File: src/rtl/sle_pkg.sv
package sle_pkg;
  typedef enum logic [1:0] {
    K_LOAD     = 2'd0,
    K_STORE    = 2'd1,
    K_UC_LOAD  = 2'd2,
    K_UC_STORE = 2'd3
  } req_kind_e;

  typedef enum logic [1:0] {
    S_IDLE   = 2'd0,
    S_SPEC   = 2'd1,
    S_COMMIT = 2'd2,
    S_ABORT  = 2'd3
  } sle_state_e;
endpackage

File: src/rtl/sle_store_buf.sv
// Speculative store buffer: word-exact lookup for overwrite and forwarding,
// line-granular lookup for snoop conflicts, in-order read port for draining.
module sle_store_buf #(
  parameter int DEPTH    = 8,
  parameter int ADDR_W   = 32,
  parameter int DATA_W   = 32,
  parameter int LINE_OFF = 6
) (
  input  logic                         clk,
  input  logic                         rst_n,
  input  logic                         clr,
  input  logic                         wr_en,
  input  logic [ADDR_W-1:0]            addr,
  input  logic [DATA_W-1:0]            wr_data,
  output logic                         lk_hit,
  output logic [DATA_W-1:0]            lk_data,
  input  logic [ADDR_W-LINE_OFF-1:0]   snp_tag,
  output logic                         snp_hit,
  output logic                         full,
  output logic [$clog2(DEPTH+1)-1:0]   count,
  input  logic [$clog2(DEPTH)-1:0]     rd_idx,
  output logic [ADDR_W-1:0]            rd_addr,
  output logic [DATA_W-1:0]            rd_data
);
  localparam int CNT_W = $clog2(DEPTH+1);

  logic [CNT_W-1:0]  cnt_q;
  logic [ADDR_W-1:0] ent_addr [DEPTH];
  logic [DATA_W-1:0] ent_data [DEPTH];
  logic [DEPTH-1:0]  match_w;
  logic [DEPTH-1:0]  match_l;
  logic              alloc;

  assign full  = (cnt_q == CNT_W'(DEPTH));
  assign count = cnt_q;
  assign alloc = wr_en && !lk_hit && !full;

  for (genvar i = 0; i < DEPTH; i++) begin : g_ent
    logic [ADDR_W-1:0] a_q;
    logic [DATA_W-1:0] d_q;
    logic              live;
    logic              take_addr;
    logic              take_data;

    assign live      = (CNT_W'(i) < cnt_q);
    assign match_w[i] = live && (a_q == addr);
    assign match_l[i] = live && (a_q[ADDR_W-1:LINE_OFF] == snp_tag);
    assign take_addr = alloc && (cnt_q == CNT_W'(i));
    assign take_data = take_addr || (wr_en && match_w[i]);

    always_ff @(posedge clk) begin
      if (take_addr) a_q <= addr;
    end

    always_ff @(posedge clk) begin
      if (take_data) d_q <= wr_data;
    end

    assign ent_addr[i] = a_q;
    assign ent_data[i] = d_q;
  end

  assign lk_hit  = |match_w;
  assign snp_hit = |match_l;

  always_comb begin
    lk_data = '0;
    for (int i = 0; i < DEPTH; i++) begin
      if (match_w[i]) lk_data = ent_data[i];
    end
  end

  assign rd_addr = ent_addr[rd_idx];
  assign rd_data = ent_data[rd_idx];

  always_ff @(posedge clk or negedge rst_n) begin
    if (!rst_n)     cnt_q <= '0;
    else if (clr)   cnt_q <= '0;
    else if (alloc) cnt_q <= cnt_q + 1'b1;
  end
endmodule

File: src/rtl/sle_line_set.sv
// Set of cache-line tags read during a section; deduplicating insert, snoop probe.
module sle_line_set #(
  parameter int DEPTH = 8,
  parameter int TAG_W = 26
) (
  input  logic             clk,
  input  logic             rst_n,
  input  logic             clr,
  input  logic             ins_en,
  input  logic [TAG_W-1:0] ins_tag,
  output logic             ins_hit,
  input  logic [TAG_W-1:0] snp_tag,
  output logic             snp_hit,
  output logic             full
);
  localparam int CNT_W = $clog2(DEPTH+1);

  logic [CNT_W-1:0] cnt_q;
  logic [DEPTH-1:0] hit_i;
  logic [DEPTH-1:0] hit_s;
  logic             add;

  assign full = (cnt_q == CNT_W'(DEPTH));
  assign add  = ins_en && !ins_hit && !full;

  for (genvar i = 0; i < DEPTH; i++) begin : g_tag
    logic [TAG_W-1:0] t_q;
    logic             live;
    assign live     = (CNT_W'(i) < cnt_q);
    assign hit_i[i] = live && (t_q == ins_tag);
    assign hit_s[i] = live && (t_q == snp_tag);

    always_ff @(posedge clk) begin
      if (add && (cnt_q == CNT_W'(i))) t_q <= ins_tag;
    end
  end

  assign ins_hit = |hit_i;
  assign snp_hit = |hit_s;

  always_ff @(posedge clk or negedge rst_n) begin
    if (!rst_n)   cnt_q <= '0;
    else if (clr) cnt_q <= '0;
    else if (add) cnt_q <= cnt_q + 1'b1;
  end
endmodule

File: src/rtl/sle_top.sv
module sle_top #(
  parameter int ADDR_W      = 32,
  parameter int DATA_W      = 32,
  parameter int WB_DEPTH    = 8,
  parameter int RS_DEPTH    = 8,
  parameter int LINE_BYTES  = 64,
  parameter int ABORT_CNT_W = 16
) (
  input  logic                                    clk,
  input  logic                                    rst_n,
  input  logic                                    core_req_vld,
  input  logic [1:0]                              core_req_kind,
  input  logic [ADDR_W-1:0]                       core_req_addr,
  input  logic [DATA_W-1:0]                       core_req_data,
  input  logic                                    core_pred_elide,
  input  logic [DATA_W-1:0]                       core_lock_prev,
  output logic                                    core_ready,
  output logic                                    ld_fwd_vld,
  output logic [DATA_W-1:0]                       ld_fwd_data,
  input  logic                                    snp_vld,
  input  logic                                    snp_we,
  input  logic [ADDR_W-$clog2(LINE_BYTES)-1:0]    snp_line,
  output logic                                    mem_vld,
  output logic                                    mem_we,
  output logic [ADDR_W-1:0]                       mem_addr,
  output logic [DATA_W-1:0]                       mem_wdata,
  output logic                                    spec_active,
  output logic                                    recover,
  output logic                                    sec_commit,
  output logic                                    sec_abort,
  output logic [ABORT_CNT_W-1:0]                  abort_count
);
  import sle_pkg::*;

  localparam int LINE_OFF = $clog2(LINE_BYTES);
  localparam int TAG_W    = ADDR_W - LINE_OFF;
  localparam int WB_IDX_W = $clog2(WB_DEPTH);
  localparam int WB_CNT_W = $clog2(WB_DEPTH+1);

  sle_state_e state_q, state_d;
  logic [ADDR_W-1:0]      lock_addr_q, lock_addr_d;
  logic [DATA_W-1:0]      lock_prev_q, lock_prev_d;
  logic [DATA_W-1:0]      acq_data_q, acq_data_d;
  logic                   hold_q, hold_d;
  logic [WB_CNT_W-1:0]    drain_q, drain_d;
  logic                   mem_vld_d, mem_we_d;
  logic [ADDR_W-1:0]      mem_addr_d;
  logic [DATA_W-1:0]      mem_wdata_d;
  logic                   fwd_vld_d;
  logic [DATA_W-1:0]      fwd_data_d;
  logic                   recover_d, commit_d, abort_d;
  logic [ABORT_CNT_W-1:0] abort_cnt_d;

  logic                   wb_wr, wb_clr, wb_hit, wb_full, wb_snp_hit;
  logic [DATA_W-1:0]      wb_lk_data;
  logic [WB_CNT_W-1:0]    wb_count;
  logic [ADDR_W-1:0]      wb_rd_addr;
  logic [DATA_W-1:0]      wb_rd_data;
  logic                   rs_ins, rs_clr, rs_hit, rs_full, rs_snp_hit;

  logic                   snp_conflict, is_lock, abort_go;

  sle_store_buf #(
    .DEPTH(WB_DEPTH), .ADDR_W(ADDR_W), .DATA_W(DATA_W), .LINE_OFF(LINE_OFF)
  ) u_wbuf (
    .clk(clk), .rst_n(rst_n), .clr(wb_clr), .wr_en(wb_wr),
    .addr(core_req_addr), .wr_data(core_req_data),
    .lk_hit(wb_hit), .lk_data(wb_lk_data),
    .snp_tag(snp_line), .snp_hit(wb_snp_hit),
    .full(wb_full), .count(wb_count),
    .rd_idx(drain_q[WB_IDX_W-1:0]), .rd_addr(wb_rd_addr), .rd_data(wb_rd_data)
  );

  sle_line_set #(
    .DEPTH(RS_DEPTH), .TAG_W(TAG_W)
  ) u_rset (
    .clk(clk), .rst_n(rst_n), .clr(rs_clr), .ins_en(rs_ins),
    .ins_tag(core_req_addr[ADDR_W-1:LINE_OFF]), .ins_hit(rs_hit),
    .snp_tag(snp_line), .snp_hit(rs_snp_hit), .full(rs_full)
  );

  assign snp_conflict = snp_vld && ((snp_we && rs_snp_hit) || wb_snp_hit);
  assign is_lock      = (core_req_addr == lock_addr_q);
  assign core_ready   = (state_q == S_IDLE) || (state_q == S_SPEC);
  assign spec_active  = (state_q == S_SPEC);

  // next-state and output decode
  always_comb begin
    state_d     = state_q;
    lock_addr_d = lock_addr_q;
    lock_prev_d = lock_prev_q;
    acq_data_d  = acq_data_q;
    hold_d      = hold_q;
    drain_d     = drain_q;
    mem_vld_d   = 1'b0;
    mem_we_d    = 1'b0;
    mem_addr_d  = mem_addr;
    mem_wdata_d = mem_wdata;
    fwd_vld_d   = 1'b0;
    fwd_data_d  = ld_fwd_data;
    recover_d   = 1'b0;
    commit_d    = 1'b0;
    abort_d     = 1'b0;
    abort_cnt_d = abort_count;
    wb_wr       = 1'b0;
    wb_clr      = 1'b0;
    rs_ins      = 1'b0;
    rs_clr      = 1'b0;
    abort_go    = 1'b0;

    unique case (state_q)
      S_IDLE: begin
        if (core_req_vld) begin
          if (core_req_kind == K_STORE && core_pred_elide && !hold_q) begin
            state_d     = S_SPEC;
            lock_addr_d = core_req_addr;
            lock_prev_d = core_lock_prev;
            acq_data_d  = core_req_data;
            rs_ins      = 1'b1;
          end else begin
            mem_vld_d   = 1'b1;
            mem_we_d    = core_req_kind[0];
            mem_addr_d  = core_req_addr;
            mem_wdata_d = core_req_data;
            if (core_req_kind[0] && is_lock) hold_d = 1'b0;
          end
        end
      end
      S_SPEC: begin
        if (snp_conflict) begin
          abort_go = 1'b1;
        end else if (core_req_vld) begin
          unique case (core_req_kind)
            K_STORE: begin
              if (is_lock) begin
                if (core_req_data == lock_prev_q) begin
                  state_d = S_COMMIT;
                  drain_d = '0;
                  rs_clr  = 1'b1;
                end else begin
                  abort_go = 1'b1;
                end
              end else if (!wb_hit && wb_full) begin
                abort_go = 1'b1;
              end else begin
                wb_wr = 1'b1;
              end
            end
            K_LOAD: begin
              if (is_lock) begin
                fwd_vld_d  = 1'b1;
                fwd_data_d = lock_prev_q;
              end else if (wb_hit) begin
                fwd_vld_d  = 1'b1;
                fwd_data_d = wb_lk_data;
              end else if (!rs_hit && rs_full) begin
                abort_go = 1'b1;
              end else begin
                rs_ins      = 1'b1;
                mem_vld_d   = 1'b1;
                mem_addr_d  = core_req_addr;
                mem_wdata_d = core_req_data;
              end
            end
            default: abort_go = 1'b1;
          endcase
        end
        if (abort_go) begin
          state_d   = S_ABORT;
          recover_d = 1'b1;
          rs_clr    = 1'b1;
          wb_clr    = 1'b1;
          hold_d    = 1'b1;
        end
      end
      S_COMMIT: begin
        if (drain_q < wb_count) begin
          mem_vld_d   = 1'b1;
          mem_we_d    = 1'b1;
          mem_addr_d  = wb_rd_addr;
          mem_wdata_d = wb_rd_data;
          drain_d     = drain_q + 1'b1;
        end else begin
          state_d  = S_IDLE;
          commit_d = 1'b1;
          wb_clr   = 1'b1;
        end
      end
      S_ABORT: begin
        mem_vld_d   = 1'b1;
        mem_we_d    = 1'b1;
        mem_addr_d  = lock_addr_q;
        mem_wdata_d = acq_data_q;
        abort_d     = 1'b1;
        if (abort_count != '1) abort_cnt_d = abort_count + 1'b1;
        state_d     = S_IDLE;
      end
      default: state_d = S_IDLE;
    endcase
  end

  // state and output registers
  always_ff @(posedge clk or negedge rst_n) begin
    if (!rst_n) begin
      state_q     <= S_IDLE;
      lock_addr_q <= '0;
      lock_prev_q <= '0;
      acq_data_q  <= '0;
      hold_q      <= 1'b0;
      drain_q     <= '0;
      mem_vld     <= 1'b0;
      mem_we      <= 1'b0;
      mem_addr    <= '0;
      mem_wdata   <= '0;
      ld_fwd_vld  <= 1'b0;
      ld_fwd_data <= '0;
      recover     <= 1'b0;
      sec_commit  <= 1'b0;
      sec_abort   <= 1'b0;
      abort_count <= '0;
    end else begin
      state_q     <= state_d;
      lock_addr_q <= lock_addr_d;
      lock_prev_q <= lock_prev_d;
      acq_data_q  <= acq_data_d;
      hold_q      <= hold_d;
      drain_q     <= drain_d;
      mem_vld     <= mem_vld_d;
      mem_we      <= mem_we_d;
      mem_addr    <= mem_addr_d;
      mem_wdata   <= mem_wdata_d;
      ld_fwd_vld  <= fwd_vld_d;
      ld_fwd_data <= fwd_data_d;
      recover     <= recover_d;
      sec_commit  <= commit_d;
      sec_abort   <= abort_d;
      abort_count <= abort_cnt_d;
    end
  end
endmodule

File: config.mk
export PLATFORM = sky130hd
export DESIGN_NAME = sle_top
export DESIGN_NICKNAME = d
export VERILOG_FILES = /design/src/rtl/sle_pkg.sv /design/src/rtl/sle_store_buf.sv /design/src/rtl/sle_line_set.sv /design/src/rtl/sle_top.sv
export SDC_FILE = /design/constraint.sdc
export NUM_CORES = 2
export LEC_CHECK = 0
export BUFFER_PORTS_ARGS = -buffer_cell sky130_fd_sc_hd__buf_2
export CORE_UTILIZATION = 53
export DETAILED_ROUTE_END_ITERATION = 10
export HOLD_SLACK_MARGIN = 0.05
export PLACE_DENSITY = 0.7
export SLEW_MARGIN = 5
export SYNTH_ARGS = -nofsm -noshare
export SYNTH_HDL_FRONTEND = slang
export SYNTH_SLANG_ARGS = --single-unit
File: constraint.sdc
create_clock -name clk -period 11.6 [get_ports clk]
set_clock_uncertainty 0.15 [all_clocks]
set_input_delay 1.74 -clock clk [delete_from_list [all_inputs] [get_ports clk]]
set_output_delay 1.74 -clock clk [all_outputs]
set_load 0.02 [all_outputs]
Yosys cells after proc, flatten, opt, wreduce, memory -nomap -nowiden --
Index checks and enable logic that the tools add are counted.
Cells by class: $add $sub $neg 4, $lt $le $gt $ge 18, equal/unequal tests 76, mux-type cells 113, bitwise gates (word level) 2, reduce and logical (&&, ||, !) cells 102
Operator list (count):
- 32-bit two-way mux | 32
- 26-bit equality test | 24
- 32-bit equality test | 10
- 32-bit one-hot mux with 4 select lines | 2
- 32-bit binary-select mux with 3-bit select | 2
- 1-bit logical AND | 67
- 1-bit two-way mux | 50
- 4-bit two-way mux | 10
- 4-bit by 3-bit equality test with 1-bit output (second input constant) | 8
- 3-bit by 4-bit < comparator with 1-bit output (first input constant) | 8
- 8-bit OR reduction | 4
- 2-bit two-way mux | 9
- 2-bit != test (second input constant) | 9
- 16-bit by 1-bit adder with 16-bit output (second input constant) | 1
- 4-bit by 2-bit equality test with 1-bit output (second input constant) | 4
- 1-bit by 4-bit < comparator with 1-bit output (first input constant) | 4
- 2-bit by 4-bit < comparator with 1-bit output (first input constant) | 4
- 16-bit != test (second input constant) | 1
- 2-bit by 1-bit != test with 1-bit output (second input constant) | 7
- 4-bit by 1-bit adder with 4-bit output (second input constant) | 3
- 1-bit logical OR | 10
- 5-bit AND reduction | 2
- 2-bit nonzero test | 5
- 3-bit by 1-bit != test with 1-bit output (second input constant) | 3
- other kinds (22) | 36
Word-level totals: register bits after elaboration 949, bits of input ports 130, output and inout port bits 120

Depth between registers and ports, before layout --
depth in word-level cells 16, gate-level depth with buffers 14, gate-level depth less buffers 12

By module --
From an unflattened synthesis, not the netlist that was laid out.
Unflattened totals: cells, all modules 3734, area, all modules 50145.6 um^2
Modules (own cells, without submodules):
- sle_store_buf | instances 1, cells each 1937, area each 27690.3 um^2, sequential area each 15474.8 um^2
- sle_line_set | instances 1, cells each 878, area each 11537.3 um^2, sequential area each 6346.1 um^2
- sle_top | instances 1, cells each 919, area each 10918.0 um^2, sequential area each 5530.3 um^2

Worst setup path after synthesis --
OpenSTA, ideal clock, no wires.
path kind input-to-reg, start input port snp_line[0], end register u_rset.g_tag[4].t_q[0] (enable), arrival time 6.818 ns, data required time 10.966 ns, path slack 4.148 ns, cell stages on the path 11, buffers on the path 3, cells stage by stage buf_2 > buf_2 > xor2_1 > nor4_1 > nand4_1 > o211ai_1 > o41ai_1 > nand4_1 > o31a_1 > clkbuf_1 > nor4b_1
Between the ends: cells in the longest elaborated chain, start to end 11, elaborated cells between the ends (all ways) 42, classes of those cells eq/ne (16); mux (2); reduce/logical (24)
Ends and longest elaborated chain:
- start, declared | line sle_top.sv:22 | input logic [ADDR_W-$clog2(LINE_BYTES)-1:0] snp_line,
- 26-bit equality test | line sle_line_set.sv:31 | assign hit_s[i] = live && (t_q == snp_tag);
- 1-bit logical AND | line sle_line_set.sv:31
- 8-bit OR reduction | line sle_line_set.sv:39 | assign snp_hit = |hit_s;
- 1-bit logical AND | line sle_top.sv:82 | assign snp_conflict = snp_vld && ((snp_we && rs_snp_hit) || wb_snp_hit);
- 1-bit logical OR (*) | line sle_top.sv:82
- 1-bit logical AND (*) | line sle_top.sv:82
- 1-bit two-way mux (*) | line sle_top.sv:130 | if (snp_conflict) begin
- 1-bit one-hot mux with 2 select lines (*) | line sle_top.sv:111 | unique case (state_q)
- 1-bit logical AND (*) (2 in a row) | line sle_line_set.sv:24 | assign add = ins_en && !ins_hit && !full;
- 1-bit logical AND (*) | line sle_line_set.sv:34 | if (add && (cnt_q == CNT_W'(i))) t_q <= ins_tag;
- end signal, assigned | line sle_line_set.sv:34
- end, declared | line sle_line_set.sv:27 | logic [TAG_W-1:0] t_q;
Every way passes the cells marked *; elsewhere a longest branch is shown, timed or not. A chain may end at the register's enable or synchronous reset.

Final worst setup path --
start input port core_req_addr[13], end register u_wbuf.g_ent[6].a_q[18] (enable)
Between the ends: cells in the longest elaborated chain, start to end 14, elaborated cells between the ends (all ways) 29, classes of those cells eq/ne (9); mux (6); reduce/logical (14)
Ends and longest elaborated chain:
- start, declared | line sle_top.sv:13 | input logic [ADDR_W-1:0] core_req_addr,
- 32-bit equality test | line sle_store_buf.sv:46 | assign match_w[i] = live && (a_q == addr);
- 1-bit logical AND | line sle_store_buf.sv:46
- 8-bit OR reduction | line sle_store_buf.sv:63 | assign lk_hit = |match_w;
- 1-bit logical NOT | line sle_store_buf.sv:36, sle_top.sv:143
- 1-bit logical AND | line sle_top.sv:143 | end else if (!wb_hit && wb_full) begin
- 1-bit two-way mux | line sle_top.sv:143
- 1-bit two-way mux | line sle_top.sv:135 | if (is_lock) begin
- 1-bit two-way mux | line sle_top.sv:133 | unique case (core_req_kind)
- 1-bit two-way mux | line sle_top.sv:132 | end else if (core_req_vld) begin
- 1-bit two-way mux | line sle_top.sv:130
- 1-bit two-way mux | line sle_top.sv:111
- 1-bit logical AND (*) (2 in a row) | line sle_store_buf.sv:36 | assign alloc = wr_en && !lk_hit && !full;
- 1-bit logical AND (*) | line sle_store_buf.sv:48 | assign take_addr = alloc && (cnt_q == CNT_W'(i));
- via u_wbuf.g_ent[6].take_addr | line sle_store_buf.sv:42 | logic take_addr;
- end signal, assigned | line sle_store_buf.sv:52 | if (take_addr) a_q <= addr;
- end, declared | line sle_store_buf.sv:39 | logic [ADDR_W-1:0] a_q;
Mark *: on every way through the listed nets, which the timed path passes. The rest lies on a longest branch.

==> impl_metrics.json <==
{
  "cp.required_ps": 11740,
  "hold_path.class": "register to register",
  "post-route-period-util": 0.602,
  "postLayoutCoreUtil": 0.602,
  "holdWs_ps": 322,
  "synth_top_area_frac": 0.435,
  "numCtsBuffers": 102,
  "post-cts-setup-buffers": 0,
  "fp-row-count": 111,
  "reg2regPathDepth": 12,
  "clkSlewWorstSetupHoldPaths_ps": 60,
  "rr_startpoint": "u_wbuf.count[0]",
  "worst_pin_slew_ps": 1280,
  "clkSinkCount": 949,
  "synth.largest_area_cell": "edfxtp_1",
  "grt_use_total": 0.345,
  "hold_viol": 0,
  "cp_max_fo": 66,
  "h-tree-depth": 3,
  "grt_max_degree": 92,
  "nFillCells": 7300,
  "post_drt_wl_per_cell_microns": 31.2,
  "io_pins": 250,
  "overflow": 0,
  "grt_pass1_wl_microns": 235000,
  "max-cap-violations": 0,
  "worst_slack_ps": 4620,
  "ctsRootBufferMaster": "clkbuf_16",
  "synthTopCellsByArea": "edfxtp_1, dfrtp_1, xnor2_1",
  "status": "completed",
  "ir_worst_vdd_uv": 143,
  "antenna_left": 0,
  "instances_no_fill": 5247,
  "antenna_found_initial": 2,
  "synth_ff_type": "edfxtp_1",
  "leakage_nw": 19.8,
  "clk_path_buf_depth": 3,
  "rsz0062_at_grt": "false",
  "coreArea_sq_mm": 0.0922,
  "drcViolationCount": 0,
  "yosysSeqAreaShare": 0.550,
  "drt-initial-drc-count": 4621,
  "end_kind": "register",
  "setup-violations-final": 0,
  "cts_resized": 0,
  "power_mw": 10.3,
  "yosys_warnings": 0,
  "period_needed_ps": 6980,
  "synth_most_common_cell": "edfxtp_1",
  "dp_slack_ps": 4100,
  "clock_latency_ps": 710,
  "netlist_instances": 3730,
  "placed_area_sq_mm": 0.0521,
  "cp-startpoint": "core_req_addr[13]",
  "critPathKind": "input pin to register",
  "synth_edf_count": 720,
  "dp_hpwl_microns": 103000,
  "netlist_area_sq_mm": 0.0497,
  "syn_area_per_cell_sq_um": 13.3,
  "vias_per_cell": 6.51,
  "synth_async_sr_flop_share": 0.241,
  "fin_nets": 4063,
  "power_density_mw_per_mm2": 186,
  "synth_fp_nets": 3877,
  "drv_slew": 0,
  "start_kind": "input pin",
  "dieArea_sq_mm": 0.0950,
  "rr_endpoint": "u_wbuf.g_ent[6].a_q[18]",
  "place_inst": 5055,
  "vias": 34155,
  "synthToLayoutAreaGrowth_pct": 11.7,
  "start_util": 0.539,
  "hold_buffers": 0,
  "synth.distinct_cells": 69,
  "routed_wl_microns": 164000,
  "layout-drive-gt1-share": 0.205,
  "diodes": 0,
  "die_h_microns": 308,
  "grt_pass1_vias": 33459,
  "die_w_microns": 308,
  "yosys-top-cells-count": "edfxtp_1, xnor2_1, xor2_1",
  "cp.arrival_ps": 7130,
  "reg2reg_setup_slack_ps": 5340,
  "ys_ff_latch": 949,
  "fin_setup_tns_ps": 0,
  "final_area_sq_mm": 0.0555,
  "numPortBuffers": 249,
  "cts_tree": "done",
  "gp_congestion": 1.02,
  "crit_end": "u_wbuf.g_ent[6].a_q[18]",
  "drt_pre_antenna_iters": 6,
  "slew_headroom": 0.145,
  "clock.fmax_mhz": 143
}
logic make-up after synthesis:
group | count (synthesis) | synth area share
compound gates | 488 | 0.0635
xor+xnor | 961 | 0.169
fa+ha+maj | 17 | 0.00428
buf+inv | 307 | 0.0303
flops | 949 | 0.550
mux | 355 | 0.112
simple gates | 653 | 0.0700
power breakdown:
part	internal [mW]	switching, mW	leakage [nW]
clock	1.94	1.39	1.66
sequential	4.03	0.355	9.40
combinational	1.15	1.48	8.76
registers in the layout (all words and copies together) (netlist names), 2 cells and up:
name	count
abort_count	16
acq_data_q	32
drain_q	4
ld_fwd_data	32
lock_addr_q	32
lock_prev_q	32
mem_addr	32
mem_wdata	32
state_q	2
u_rset.cnt_q	4
u_rset.g_tag.t_q	208
u_wbuf.count	4
u_wbuf.g_ent.a_q	256
u_wbuf.g_ent.d_q	256
worst min-delay path by stage:
stage	startpoint	endpoint	slack (ps)	depth (start not counted)
after floorplan	drain_q[3]	drain_q[3]	330	1
after global placement	ld_fwd_data[31]	ld_fwd_data[31]	310	1
after detailed placement	ld_fwd_data[22]	ld_fwd_data[22]	310	1
after CTS	ld_fwd_data[22]	ld_fwd_data[22]	330	1
after global routing	ld_fwd_data[22]	ld_fwd_data[22]	340	1
final	ld_fwd_data[22]	ld_fwd_data[22]	320	1
per-layer routing:
metal	up-vias	wire length, microns	track usage
li1	14248	-	-
met1	17001	62400	0.468
met2	2415	72600	0.519
met3	487	19800	0.0858
met4	4	8780	0.165
met5	-	21	0
layout by cell type (no fill, tap or decap), types with 12 or more instances in the layout:
master	instances
a21oi_1	46
a31oi_1	40
xor2_1	462
xnor2_1	499
ha_1	16
mux2i_1	66
clkbuf_8	12
buf_4	86
nand2_1	128
buf_2	248
nor4_1	126
o21ai_0	134
dfrtp_1	226
inv_1	53
mux2_4	60
o22ai_1	33
clkbuf_16	110
nand3_1	53
clkbuf_1	26
nor3_1	40
a22oi_1	64
edfxtp_1	720
a21o_1	65
nand4_1	144
a211oi_1	64
mux4_2	128
mux2_2	101
nor2_1	96
clkinv_1	15
area by class of cell:
cell class,instances,area [sq um],area share
tap,1243,1560,0.0280
clock inverter,44,407,0.00733
multi-input combinational,2474,21100,0.379
sequential,949,27400,0.493
clock buffer,148,3020,0.0543
timing repair buffer,335,1900,0.0343
inverter,54,203,0.00365
worst max-delay path, cell delays in order:
cell	delay (ps)
buf_2	80
buf_4	560
xnor2_1	150
nand4_1	140
nor4_1	120
nand4_1	130
buf_4	680
or4b_4	590
nor4b_1	880
nand3_1	160
nor2_1	410
nand3_1	340
nor2_4	990
Note: power is estimated with default switching activity, not from simulation.
